### src/rtl/wdt_kr_pkg.sv
package wdt_kr_pkg;

   typedef enum logic [1:0] {
      SZ_BYTE = 2'd0,
      SZ_HALF = 2'd1,
      SZ_WORD = 2'd2,
      SZ_RSVD = 2'd3
   } acc_size_e;

   typedef enum logic [1:0] {
      UL_IDLE = 2'd0,
      UL_HALF = 2'd1,
      UL_OPEN = 2'd2
   } unlock_e;

   typedef struct packed {
      logic       reboot_en;
      logic       fast_tick;
      logic [1:0] irq_kind;
   } mode_t;

   typedef struct packed {
      logic locked;
      logic enable;
      logic free_run;
   } lockreg_t;

endpackage

### src/rtl/wdt_key_seq.sv
module wdt_key_seq
   import wdt_kr_pkg::*;
#(
   parameter int unsigned DATA_W = 32,
   parameter logic [DATA_W-1:0] KEY_A = 'h80,
   parameter logic [DATA_W-1:0] KEY_B = 'h86
) (
   input  logic              clk,
   input  logic              rst_n,
   input  logic              wr_en,
   input  logic              at_reload,
   input  logic              is_byte,
   input  logic [DATA_W-1:0] wdata,
   output logic              accept
);

   unlock_e st_q, st_d;
   logic    hit_a, hit_b;

   assign hit_a  = wr_en && at_reload && (wdata == KEY_A);
   assign hit_b  = wr_en && at_reload && (wdata == KEY_B) && (st_q == UL_HALF);
   assign accept = wr_en && (st_q == UL_OPEN) && !hit_a && !is_byte;

   always_comb begin
      st_d = st_q;
      if (hit_a)
         st_d = UL_HALF;
      else if (hit_b)
         st_d = UL_OPEN;
      else if (accept)
         st_d = UL_IDLE;
   end

   always_ff @(posedge clk) begin
      if (!rst_n)
         st_q <= UL_IDLE;
      else
         st_q <= st_d;
   end

endmodule

### src/rtl/wdt_prot_dec.sv
module wdt_prot_dec
   import wdt_kr_pkg::*;
#(
   parameter int unsigned DATA_W       = 32,
   parameter int unsigned ADDR_W       = 4,
   parameter int unsigned PRELOAD_W    = 20,
   parameter int unsigned NSTAGE       = 2,
   parameter int unsigned STAGE_STRIDE = 4,
   parameter int unsigned RELOAD_OFF   = 12,
   parameter int unsigned KA_BIT       = 8,
   parameter int unsigned CLR_BIT_A    = 9,
   parameter int unsigned CLR_BIT_B    = 12
) (
   input  logic                               clk,
   input  logic                               rst_n,
   input  logic                               accept,
   input  logic [ADDR_W-1:0]                  addr,
   input  acc_size_e                          size,
   input  logic [DATA_W-1:0]                  wdata,
   output logic [NSTAGE-1:0][PRELOAD_W-1:0]   preload,
   output logic                               keepalive_p,
   output logic                               flag_clr_p,
   output logic                               clr_req
);

   localparam logic [ADDR_W-1:0] RELOAD_A = ADDR_W'(RELOAD_OFF);

   logic             half_hit;
   logic             ka_req;
   logic [PRELOAD_W-1:0] pl_q [NSTAGE];

   assign half_hit = accept && (size == SZ_HALF) && (addr == RELOAD_A);
   assign ka_req   = half_hit && wdata[KA_BIT];
   assign clr_req  = half_hit && (wdata[CLR_BIT_A] || wdata[CLR_BIT_B]);

   for (genvar g = 0; g < NSTAGE; g++) begin : g_stage
      localparam logic [ADDR_W-1:0] STG_OFF = ADDR_W'(g * STAGE_STRIDE);
      always_ff @(posedge clk) begin
         if (!rst_n)
            pl_q[g] <= '1;
         else if (accept && (size == SZ_WORD) && (addr == STG_OFF))
            pl_q[g] <= wdata[PRELOAD_W-1:0];
      end
   end

   always_comb begin
      for (int i = 0; i < NSTAGE; i++)
         preload[i] = pl_q[i];
   end

   always_ff @(posedge clk) begin
      if (!rst_n) begin
         keepalive_p <= 1'b0;
         flag_clr_p  <= 1'b0;
      end else begin
         keepalive_p <= ka_req;
         flag_clr_p  <= clr_req;
      end
   end

endmodule

### src/rtl/wdt_ctl_regs.sv
module wdt_ctl_regs
   import wdt_kr_pkg::*;
#(
   parameter int unsigned CFG_W      = 8,
   parameter int unsigned NOREB_BIT  = 5,
   parameter int unsigned FAST_BIT   = 2,
   parameter int unsigned KIND_LSB   = 0,
   parameter int unsigned LOCK_BIT   = 0,
   parameter int unsigned EN_BIT     = 1,
   parameter int unsigned FREE_BIT   = 2
) (
   input  logic             clk,
   input  logic             rst_n,
   input  logic             cfg_wr,
   input  logic             cfg_sel,
   input  logic [CFG_W-1:0] cfg_wdata,
   input  logic             flag_set,
   input  logic             flag_clr,
   output mode_t            mode,
   output lockreg_t         lkr,
   output logic             flag
);

   always_ff @(posedge clk) begin
      if (!rst_n) begin
         mode <= '{reboot_en: 1'b1, fast_tick: 1'b0, irq_kind: 2'd0};
      end else if (cfg_wr && !cfg_sel) begin
         mode.reboot_en <= !cfg_wdata[NOREB_BIT];
         mode.fast_tick <= cfg_wdata[FAST_BIT];
         mode.irq_kind  <= cfg_wdata[KIND_LSB +: 2];
      end
   end

   always_ff @(posedge clk) begin
      if (!rst_n) begin
         lkr <= '0;
      end else if (cfg_wr && cfg_sel && !lkr.locked) begin
         lkr.locked   <= cfg_wdata[LOCK_BIT];
         lkr.enable   <= cfg_wdata[EN_BIT];
         lkr.free_run <= cfg_wdata[FREE_BIT];
      end
   end

   always_ff @(posedge clk) begin
      if (!rst_n)
         flag <= 1'b0;
      else if (flag_set)
         flag <= 1'b1;
      else if (flag_clr)
         flag <= 1'b0;
   end

endmodule

### src/rtl/wdt_keyed_regs.sv
module wdt_keyed_regs
   import wdt_kr_pkg::*;
#(
   parameter int unsigned DATA_W     = 32,
   parameter int unsigned ADDR_W     = 4,
   parameter int unsigned PRELOAD_W  = 20,
   parameter int unsigned CFG_W      = 8,
   parameter int unsigned RELOAD_OFF = 12,
   parameter int unsigned FLAG_RDVAL = 'h1200,
   parameter bit          RD_REG     = 1'b1
) (
   input  logic                 clk,
   input  logic                 rst_n,
   input  logic                 bus_wr,
   input  logic                 bus_rd,
   input  logic [ADDR_W-1:0]    bus_addr,
   input  logic [1:0]           bus_size,
   input  logic [DATA_W-1:0]    bus_wdata,
   output logic [DATA_W-1:0]    bus_rdata,
   input  logic                 cfg_wr,
   input  logic                 cfg_sel,
   input  logic [CFG_W-1:0]     cfg_wdata,
   input  logic                 rb_flag_set,
   output logic [PRELOAD_W-1:0] preload1,
   output logic [PRELOAD_W-1:0] preload2,
   output logic                 keepalive_p,
   output logic                 flag_clr_p,
   output logic                 prev_reboot,
   output logic                 reboot_en,
   output logic                 fast_tick,
   output logic [1:0]           irq_kind,
   output logic                 wd_enable,
   output logic                 free_run,
   output logic                 wd_locked
);

   localparam int unsigned       NSTAGE   = 2;
   localparam logic [ADDR_W-1:0] RELOAD_A = ADDR_W'(RELOAD_OFF);

   if (DATA_W < 16) begin : g_bad_data_w
      $error("wdt_keyed_regs: DATA_W must be at least 16");
   end
   if (PRELOAD_W > DATA_W) begin : g_bad_preload_w
      $error("wdt_keyed_regs: PRELOAD_W cannot exceed DATA_W");
   end
   if (CFG_W < 6) begin : g_bad_cfg_w
      $error("wdt_keyed_regs: CFG_W must hold bit 5");
   end
   if (RELOAD_OFF >= (1 << ADDR_W)) begin : g_bad_off
      $error("wdt_keyed_regs: RELOAD_OFF outside address space");
   end

   acc_size_e                            size_e;
   logic                                 at_reload;
   logic                                 accept;
   logic                                 clr_req;
   logic [NSTAGE-1:0][PRELOAD_W-1:0]     pl;
   mode_t                                mode;
   lockreg_t                             lkr;
   logic [DATA_W-1:0]                    rd_val;

   assign size_e    = acc_size_e'(bus_size);
   assign at_reload = (bus_addr == RELOAD_A);

   wdt_key_seq #(
      .DATA_W (DATA_W)
   ) u_key (
      .clk       (clk),
      .rst_n     (rst_n),
      .wr_en     (bus_wr),
      .at_reload (at_reload),
      .is_byte   (size_e == SZ_BYTE),
      .wdata     (bus_wdata),
      .accept    (accept)
   );

   wdt_prot_dec #(
      .DATA_W     (DATA_W),
      .ADDR_W     (ADDR_W),
      .PRELOAD_W  (PRELOAD_W),
      .NSTAGE     (NSTAGE),
      .RELOAD_OFF (RELOAD_OFF)
   ) u_dec (
      .clk         (clk),
      .rst_n       (rst_n),
      .accept      (accept),
      .addr        (bus_addr),
      .size        (size_e),
      .wdata       (bus_wdata),
      .preload     (pl),
      .keepalive_p (keepalive_p),
      .flag_clr_p  (flag_clr_p),
      .clr_req     (clr_req)
   );

   wdt_ctl_regs #(
      .CFG_W (CFG_W)
   ) u_ctl (
      .clk       (clk),
      .rst_n     (rst_n),
      .cfg_wr    (cfg_wr),
      .cfg_sel   (cfg_sel),
      .cfg_wdata (cfg_wdata),
      .flag_set  (rb_flag_set),
      .flag_clr  (clr_req),
      .mode      (mode),
      .lkr       (lkr),
      .flag      (prev_reboot)
   );

   assign preload1  = pl[0];
   assign preload2  = pl[1];
   assign reboot_en = mode.reboot_en;
   assign fast_tick = mode.fast_tick;
   assign irq_kind  = mode.irq_kind;
   assign wd_enable = lkr.enable;
   assign free_run  = lkr.free_run;
   assign wd_locked = lkr.locked;

   assign rd_val = (bus_rd && (size_e == SZ_HALF) && at_reload && prev_reboot)
                   ? DATA_W'(FLAG_RDVAL) : '0;

   if (RD_REG) begin : g_rd_reg
      always_ff @(posedge clk) begin
         if (!rst_n)
            bus_rdata <= '0;
         else
            bus_rdata <= rd_val;
      end
   end else begin : g_rd_comb
      assign bus_rdata = rd_val;
   end

endmodule

### config.mk
export PLATFORM = sky130hd
export DESIGN_NAME = wdt_keyed_regs
export DESIGN_NICKNAME = d
export VERILOG_FILES = /design/src/rtl/wdt_kr_pkg.sv /design/src/rtl/wdt_key_seq.sv /design/src/rtl/wdt_prot_dec.sv /design/src/rtl/wdt_ctl_regs.sv /design/src/rtl/wdt_keyed_regs.sv
export SDC_FILE = /design/constraint.sdc
export NUM_CORES = 1
export LEC_CHECK = 0
export BUFFER_PORTS_ARGS = -buffer_cell sky130_fd_sc_hd__buf_2
export CAP_MARGIN = 0
export CORE_MARGIN = 2
export CORE_UTILIZATION = 41
export DETAILED_ROUTE_END_ITERATION = 10
export MAX_ROUTING_LAYER = met4
export PLACE_DENSITY = 0.87
export SLEW_MARGIN = 10
export SYNTH_ARGS = -nofsm -noshare
export SYNTH_HDL_FRONTEND = slang
export SYNTH_HIERARCHICAL = 1
export SYNTH_SLANG_ARGS = --single-unit
### constraint.sdc
create_clock -name clk -period 2.2 [get_ports clk]
set_input_delay 0.44 -clock clk [delete_from_list [all_inputs] [get_ports clk]]
set_output_delay 0.44 -clock clk [all_outputs]
set_load 0.1 [all_outputs]
==> reports/metrics.csv, run 1 <==
metric,value,unit
status,finished clean,
synth_ff_type,edfxtp_1,
nets,385,
gr-total-overflow,0,
cts.path.max_buffers,2,
wl_per_cell,14.1,um
synth_warnings,6,
cts_max_level,2,
cellPowerDensity,742,mW/mm^2
numCtsBuffers,5,
postLayoutCoreUtil,52.7,%
pin_count,135,
row_count,29,
gp_congestion,0.772,
fin_crit_sh,94.8,%
path_clk_slew,0.09,ns
syn_inst,212,
ir_drop,0.000413,V
synth.avg_cell_area,12.4,um^2
tns,0,ns
dp_cells,400,
core-area,0.00628,mm^2
grt_setup_unrepaired,no,
worstPathMaxFanout,10,
dpl_cell_area,0.00319,mm^2
start_kind,primary input,
clock_latency,0.30,ns
hold_buffers,0,
fmax,480,MHz
seq_area_frac_synth,55.7,%
skew,0.00566,ns
endpoint_kind,flop,
ys_ff_latch,53,
hold_path_class,in -> reg,
yosysUniqueCellTypes,37,
slowest_delay,0.32,ns
vias,1972,
cp.arrival,2.13,ns
stdcell_area,0.00331,mm^2
critical_path.cell_chain,buf_2 -> and4bb_1 -> and4b_1 -> nand4_1 -> nor4_4 -> nor2_2 -> and4bb_2 -> a21bo_4,
diodes,0,
grt_pass1_vias,1884,
drc,0,
async_flop_share,0,%
p_total,2450,uW
grt_pass1_wl,8900,um
grt_util_all_layers,16.5,%
setup_viol,0,
grt_max_degree,35,
crit_type,in -> reg,
cts_tree,done,
synth-edff-count,40,
dpl.hpwl,4310,um
root_buffer,clkbuf_8,
min_period,2.08,ns
leakage,0.00138,uW
maxCapViolCount,0,
dr.pass1.iters,4,
finalHoldViolCount,0,
die-area,0.00705,mm^2
die_h,84.0,um
totalWireLength,5780,um
instances_no_fill,410,
required,2.25,ns
port_buffers,100,
drive_above_1_share,45.9,%
clock-sinks,53,
netlist_area,0.00262,mm^2
vias_per_cell,4.81,
antenna_found_initial,0,
fp.dieW,84.0,um
start_util,41.8,%
area_delta_synth_final,26.0,%
slowest_stage,and4bb_1,
slew_viol_final,0,
first_iter_violations,100,
ant_nets,0,
-- registers in the layout, summed over array words and instances (netlist names) --
signal             cells
u_ctl/flag             1
u_ctl/mode             4
u_dec/pl_q            40
u_dec/keepalive_p      1
u_key/st_q             2
bus_rdata              1
u_dec/flag_clr_p       1
u_ctl/lkr              3
-- per-stage QoR --
| stage | hold WS, ns | worst slack, ns |
|---|---|---|
| 2_1_floorplan | 0.557 | 0.0414 |
| 3_3_place_gp | 0.456 | -0.183 |
| 3_5_place_dp | 0.472 | -0.243 |
| 4_1_cts | 0.335 | 0.0806 |
| 5_1_grt | 0.338 | 0.00949 |
| 6_report | 0.343 | 0.115 |
-- where the power goes --
group / leakage (uW) / internal [uW] / switching, uW
logic: 0.000836 / 114 / 674
clock network: 0.0000374 / 225 / 312
registers: 0.000509 / 1120 / 13.3
-- final timing paths --
path	slack (ns)	cells after the start	end	startpoint
worst max-delay path	0.12	8	u_dec/pl_q[1][8]	bus_addr[0]
worst min-delay path	0.34	2	u_ctl/flag	rb_flag_set
worst max register to register	0.43	5	u_dec/pl_q[0][8]	u_key/st_q[0]
worst min register to register	0.48	2	u_ctl/lkr[1]	u_ctl/lkr[1]
-- metal layers --
layer / track usage, % / wire length, um / up-vias
li1: - / - / 955
met1: 18.4 / 2360 / 919
met2: 30.1 / 2980 / 96
met3: 3.66 / 405 / 2
met4: 3.52 / 29 / 0
met5: - / 0 / -
-- cells in the mapped netlist (2+ instances only) --
library cell / instances / area, um^2
o21ai_0: 2 / 10.0
and4b_1: 2 / 20.0
clkbuf_1: 2 / 7.51
buf_4: 32 / 240
nand2_1: 5 / 18.8
o21a_1: 2 / 15.0
nand4bb_1: 2 / 22.5
nor4_1: 3 / 18.8
nor2_1: 3 / 11.3
a21bo_2: 2 / 20.0
buf_2: 2 / 10.0
nand3b_1: 2 / 15.0
nor4_2: 4 / 50.1
nand3_1: 37 / 185
nor2b_1: 25 / 156
nand3_2: 5 / 50.1
mux2i_1: 3 / 30.0
dfxtp_1: 13 / 260
o31a_1: 2 / 17.5
edfxtp_1: 40 / 1200
buf_6: 7 / 78.8
nor3_1: 2 / 10.0
-- layout by cell type (no fill, tap or decap), types with 4 or more instances in the layout --
cell	instances
clkbuf_8	5
conb_1	30
nand3_2	5
nor2b_1	25
nand3_1	37
nand2_1	5
edfxtp_1	40
dfxtp_1	13
nor4_2	4
buf_4	26
buf_2	100
-- critical path: cells and delay by family --
family / cells / cell delay [ns]
buffers and inverters: 1 / 0.11
and+or+nand+nor: 6 / 1.29
AOI/OAI and AO/OA: 1 / 0.29
-- repair_timing --
item                       4_1_cts  5_1_grt
buffers inserted                 0        1
setup endpoints to repair        0       54
gates resized for setup          0        2
-- area by class of cell --
class,instances,area (um^2)
Timing Repair Buffer,126,696
Clock buffer,6,72.6
Fill cell,535,2970
Multi-Input combinational cell,146,965
Tap cell,77,96.3
Clock inverter,2,15.0
Sequential cell,53,1460
-- cell families (layout without fill, tap and decap cells) --
group | Yosys count | count (layout) | synth area share, %
mux | 3 | 3 | 1.15
flops | 53 | 53 | 55.7
compound gates | 10 | 11 | 2.91
other cells | 1 | 30 | 0.143
buf+inv | 43 | 134 | 12.8
simple gates | 102 | 102 | 27.2
Power figures use the tool's default switching activity.
==> run 2, diff against run 1 <==
--- a/config.mk
+++ b/config.mk
@@ -7,6 +7,7 @@
 export LEC_CHECK = 0
 export BUFFER_PORTS_ARGS = -buffer_cell sky130_fd_sc_hd__buf_2
 export CAP_MARGIN = 0
+export CORE_ASPECT_RATIO = 1.2
 export CORE_MARGIN = 2
 export CORE_UTILIZATION = 41
 export DETAILED_ROUTE_END_ITERATION = 10
==> run 2 against run 1 <==
  * Combinational power hardly changed
  * Critical path depth unchanged
  * Total power down 0.12%
  * Sequential cell count unchanged
  * Design area is 0.15% lower
  * Register-to-register slack gained 0.05 ns
  * Utilization increased by 1.2 points
  * Count of clock-buffer cells in the layout increased by 1
  * Maximum frequency shrank 0.32%
  * Clock skew rose by 0.00081 ns
  * Clock power decreased by 0.7%
==> reports/metrics.csv, run 2 (synthesized netlist as in run 1, its figures left out) <==
metric,value,unit
status,finished clean,
finalHoldViolCount,0,
regMostFlops,u_dec/pl_q,
fmax,478,MHz
seq_area,0.00146,mm^2
clock_latency,0.30,ns
fillers,545,
gr-total-overflow,0,
dp_cells,406,
start_util,42.8,%
setup_viol,0,
min_period,2.09,ns
cts_max_level,2,
cts_resized,0,
skew,0.00647,ns
pin_count,135,
worstPathMaxFanout,10,
p_sw,986,uW
p_int,1460,uW
power_frac_clock,21.8,%
wl_per_cell,14.1,um
cp.arrival,2.12,ns
die_h,91.6,um
cts_setup_buffers,0,
hold_path_class,in -> reg,
row_count,31,
die-area,0.00705,mm^2
vias,2030,
vias_per_cell,4.89,
clock-sinks,53,
grt_pass1_vias,1867,
largest_register_ffs,40,
instances_no_fill,415,
endpoint_kind,flop,
drc,0,
numCtsBuffers,5,
start_kind,primary input,
required,2.23,ns
crit_type,in -> reg,
area_delta_synth_final,25.9,%
multi_input_area,956,um^2
grt_pass1_wl,8690,um
grt_util_all_layers,16.5,%
root_buffer,clkbuf_8,
grt_setup_unrepaired,no,
swShare,40.2,%
path_clk_slew,0.09,ns
grt_max_degree,38,
dr.pass1.iters,4,
antenna_found_initial,0,
ant_nets,0,
worst_pin_slew,0.543,ns
nets,385,
ir_drop,0.000461,V
dpl.hpwl,4390,um
slew_viol_final,0,
slew_headroom,63.8,%
first_iter_violations,115,
fp.dieW,77.0,um
drive_above_1_share,45.9,%
port_buffers,100,
leakage,0.00139,uW
core-area,0.00613,mm^2
gp_congestion,0.765,
cts.path.max_buffers,2,
maxCapViolCount,0,
dpl_cell_area,0.00321,mm^2
diodes,0,
final_common_cell,buf_2,
whs,0.345,ns
stdcell_area,0.00330,mm^2
cellPowerDensity,742,mW/mm^2
fin_crit_sh,95.1,%
totalWireLength,5850,um
cts_tree,done,
top_regs,"u_dec/pl_q x40, u_ctl/mode x4, u_ctl/lkr x3",
comb_power_share,32.2,%
most-common-layout-cells,"buf_2 (100), edfxtp_1 (40), nand3_1 (37)",
hold_buffers,0,
pwr-share-seq,46.1,%
-- run 2: worst max-delay path, cell delays in order --
cell      delay [ns]
buf_2           0.10
and4bb_1        0.32
and4b_1         0.21
nand4_1         0.17
nor4_4          0.20
nor2_1          0.10
and4bb_2        0.27
a21bo_2         0.30
-- run 2: layout make-up --
type	count	share of cell area (%)
well taps	82	3.11
clock buffers	7	2.39
clock inverters	1	0.190
flip-flops and latches	53	44.3
repair buffers	126	21.1
multi-input cells	146	29.0
-- run 2: metal layers --
metal	track usage, %	vias up	part of all wire, %
met5	-	-	0
met4	5.51	0	1.4
met1	17.1	944	37
met2	31.1	124	53
li1	-	953	-
met3	3.05	9	8.1
-- run 2: final timing paths --
path                 start           endpoint  slack [ns]  cells after the start
max reg2reg  u_key/st_q[0]  u_dec/pl_q[0][12]        0.48                      4
min reg2reg   u_ctl/lkr[0]       u_ctl/lkr[0]        0.49                      2
min           cfg_wdata[5]      u_ctl/mode[3]        0.35                      2
max            bus_addr[0]  u_dec/pl_q[1][15]        0.11                      8
-- run 2: power by group through the flow --
stage	sequential, uW	clock (uW)	combinational [uW]
global placement	1150	0	778
finish	1130	533	788
floorplan	1500	0	342
global route	1130	588	810
CTS	1130	544	787
detailed placement	1150	0	786
-- run 2: per-stage QoR --
step                setup WS [ns]  utilization [%]  power [uW]  setup TNS [ns]
floorplan                  0.0414                -        1840               0
global placement           -0.157             52.3        1930           -6.89
detailed placement         -0.217             52.3        1940          -12.17
CTS                        0.0941             53.7        2460               0
global route               0.0129             53.9        2530               0
finish                      0.109             53.9        2450               0
==> run 3, diff against run 2 <==
--- a/config.mk
+++ b/config.mk
@@ -9,12 +9,11 @@
 export CAP_MARGIN = 0
 export CORE_ASPECT_RATIO = 1.2
 export CORE_MARGIN = 2
-export CORE_UTILIZATION = 41
+export CORE_UTILIZATION = 39
 export DETAILED_ROUTE_END_ITERATION = 10
 export MAX_ROUTING_LAYER = met4
-export PLACE_DENSITY = 0.87
+export PLACE_DENSITY = 0.86
 export SLEW_MARGIN = 10
 export SYNTH_ARGS = -nofsm -noshare
 export SYNTH_HDL_FRONTEND = slang
-export SYNTH_HIERARCHICAL = 1
 export SYNTH_SLANG_ARGS = --single-unit
==> run 3 against run 2 <==
  * Via count down 17%
  * Largest power group unchanged
  * Critical path depth is 2 lower
  * Utilization fell by 3.8 points
  * Critical endpoint is now u_dec.pl_q[0][17]
  * Sequential share of layout area grew 4.9 points
  * Sequential power about the same
  * Critical path type unchanged
  * Highest routed layer unchanged
==> reports/metrics.csv, run 3 <==
metric,value,unit
status,finished clean,
synth-edff-count,40,
dr.pass1.iters,4,
cts_tree,done,
critical_path.cell_chain,buf_2 -> nor4_2 -> nand3_1 -> or3_1 -> buf_4 -> or2_2,
p_total,2380,uW
die_h,89.3,um
antenna_found_initial,0,
start_kind,primary input,
crit_type,in -> reg,
stdcell_area,0.00297,mm^2
endpoint_kind,flop,
seq_area_frac_synth,61.8,%
drive_above_1_share,47.8,%
path_buf_inv,2,
path_clk_slew,0.09,ns
cts_resized,0,
grt_pass1_wl,7190,um
finalHoldViolCount,0,
clock_latency,0.29,ns
wl_per_cell,13.3,um
regMostFlops,u_dec.pl_q,
top_regs,"u_dec.pl_q x40, u_ctl.mode x4, u_ctl.lkr x3",
dpl.hpwl,3890,um
hold_path_class,in -> reg,
synth_top_area_share,50.8,%
vias,1677,
setup_viol,0,
grt_max_degree,28,
die-area,0.00670,mm^2
final_common_cell,buf_2,
tns,0,ns
netlist_top_cells_count,"edfxtp_1 (40), buf_4 (31), or3_1 (20), or2_2 (19), dfxtp_1 (13)",
ys_ff_latch,53,
cellPowerDensity,802,mW/mm^2
totalWireLength,5000,um
start_util,39.8,%
ir_drop,0.000420,V
port_buffers,100,
hold_buffers,0,
grt_pass1_vias,1568,
fin_crit_sh,80.1,%
pin_count,135,
yosysMostFrequentCell,edfxtp_1,
fp.dieW,75.1,um
core-area,0.00593,mm^2
cts_setup_buffers,0,
leakage,0.00127,uW
most-common-layout-cells,"buf_2 (100), edfxtp_1 (40), conb_1 (30)",
nets,345,
cp.arrival,1.81,ns
syn_inst,189,
gr-total-overflow,0,
diodes,0,
min_period,1.76,ns
synth_ff_type,edfxtp_1,
netlist_area,0.00236,mm^2
synth_warnings,0,
cts_max_level,2,
skew,0.00891,ns
fmax,567,MHz
synth.avg_cell_area,12.5,um^2
clock-sinks,53,
slowest_delay,0.32,ns
first_iter_violations,29,
vias_per_cell,4.47,
ant_nets,0,
path_delay_family,simple AND/OR/NAND/NOR gates,
largest_register_ffs,40,
worstPathMaxFanout,20,
postLayoutCoreUtil,50.1,%
gp_congestion,0.736,
slowest_stage,or3_1,
root_buffer,clkbuf_8,
cts.path.max_buffers,2,
async_flop_share,0,%
row_count,31,
required,2.25,ns
slew_viol_final,0,
maxCapViolCount,0,
dpl_cell_area,0.00289,mm^2
numCtsBuffers,5,
area_delta_synth_final,25.7,%
yosysUniqueCellTypes,34,
yosysTopAreaCell,edfxtp_1,
grt_setup_unrepaired,no,
grt_util_all_layers,15.0,%
drc,0,
synthTopCellsByArea,"edfxtp_1 (51%), dfxtp_1 (11%), buf_4 (9.8%)",
-- run 3: worst paths after layout --
path	start	to	slack (ns)	cells after the start
worst max-delay path	bus_size[0]	u_dec.pl_q[0][17]	0.44	6
worst min-delay path	cfg_wdata[5]	u_ctl.mode[3]	0.35	2
worst max register to register	u_key.st_q[0]	u_dec.pl_q[0][17]	0.44	5
worst min register to register	u_ctl.mode[3]	u_ctl.mode[3]	0.50	2
-- run 3: logic make-up after synthesis --
group                  after synthesis  synth area share, %
buffers and inverters               43                 11.8
AO/OA/AOI/OAI                        8                 2.43
AND/OR/NAND/NOR                     79                 21.7
multiplexers                         5                 2.12
other                                1                0.159
flip-flops                          53                 61.8
-- run 3: per-stage QoR --
step | cells | hold WS, ns | setup slack (ns)
finish | 375 | 0.354 | 0.437
global route | 375 | 0.340 | 0.374
detailed placement | 367 | 0.481 | 0.120
floorplan | 218 | 0.457 | 0.0142
global placement | 367 | 0.463 | 0.141
CTS | 375 | 0.346 | 0.441
-- run 3: cell type report --
class | count | area (um^2)
timing repair buffer | 106 | 571
multi-input combinational | 122 | 736
sequential | 53 | 1460
fill | 534 | 2960
tap | 82 | 103
clock inverter | 3 | 17.5
inverter | 4 | 15.0
clock buffer | 5 | 68.8
-- run 3: layer usage --
layer  up-vias  GRT usage, %  wire length [um]
met1       761          15.8              2000
met5         -             -                 0
li1        820             -                 -
met2        90          27.0              2590
met4         0          5.68                56
met3         6          3.16               358
-- run 3: worst reg2reg max path, cell delays in order (launching register included) --
cell and delay, ns:
dfxtp_1 0.33, and3b_1 0.26, nand3_1 0.11, or3_1 0.32, buf_4 0.20, or2_2 0.29
-- run 3: where the power goes --
part           total (uW)  leakage (uW)  switching (uW)  internal (uW)
registers            1130      0.000509            13.2           1120
clock network         521     0.0000455             301            221
logic                 733      0.000719             648           84.4
total                2380       0.00127             962           1420
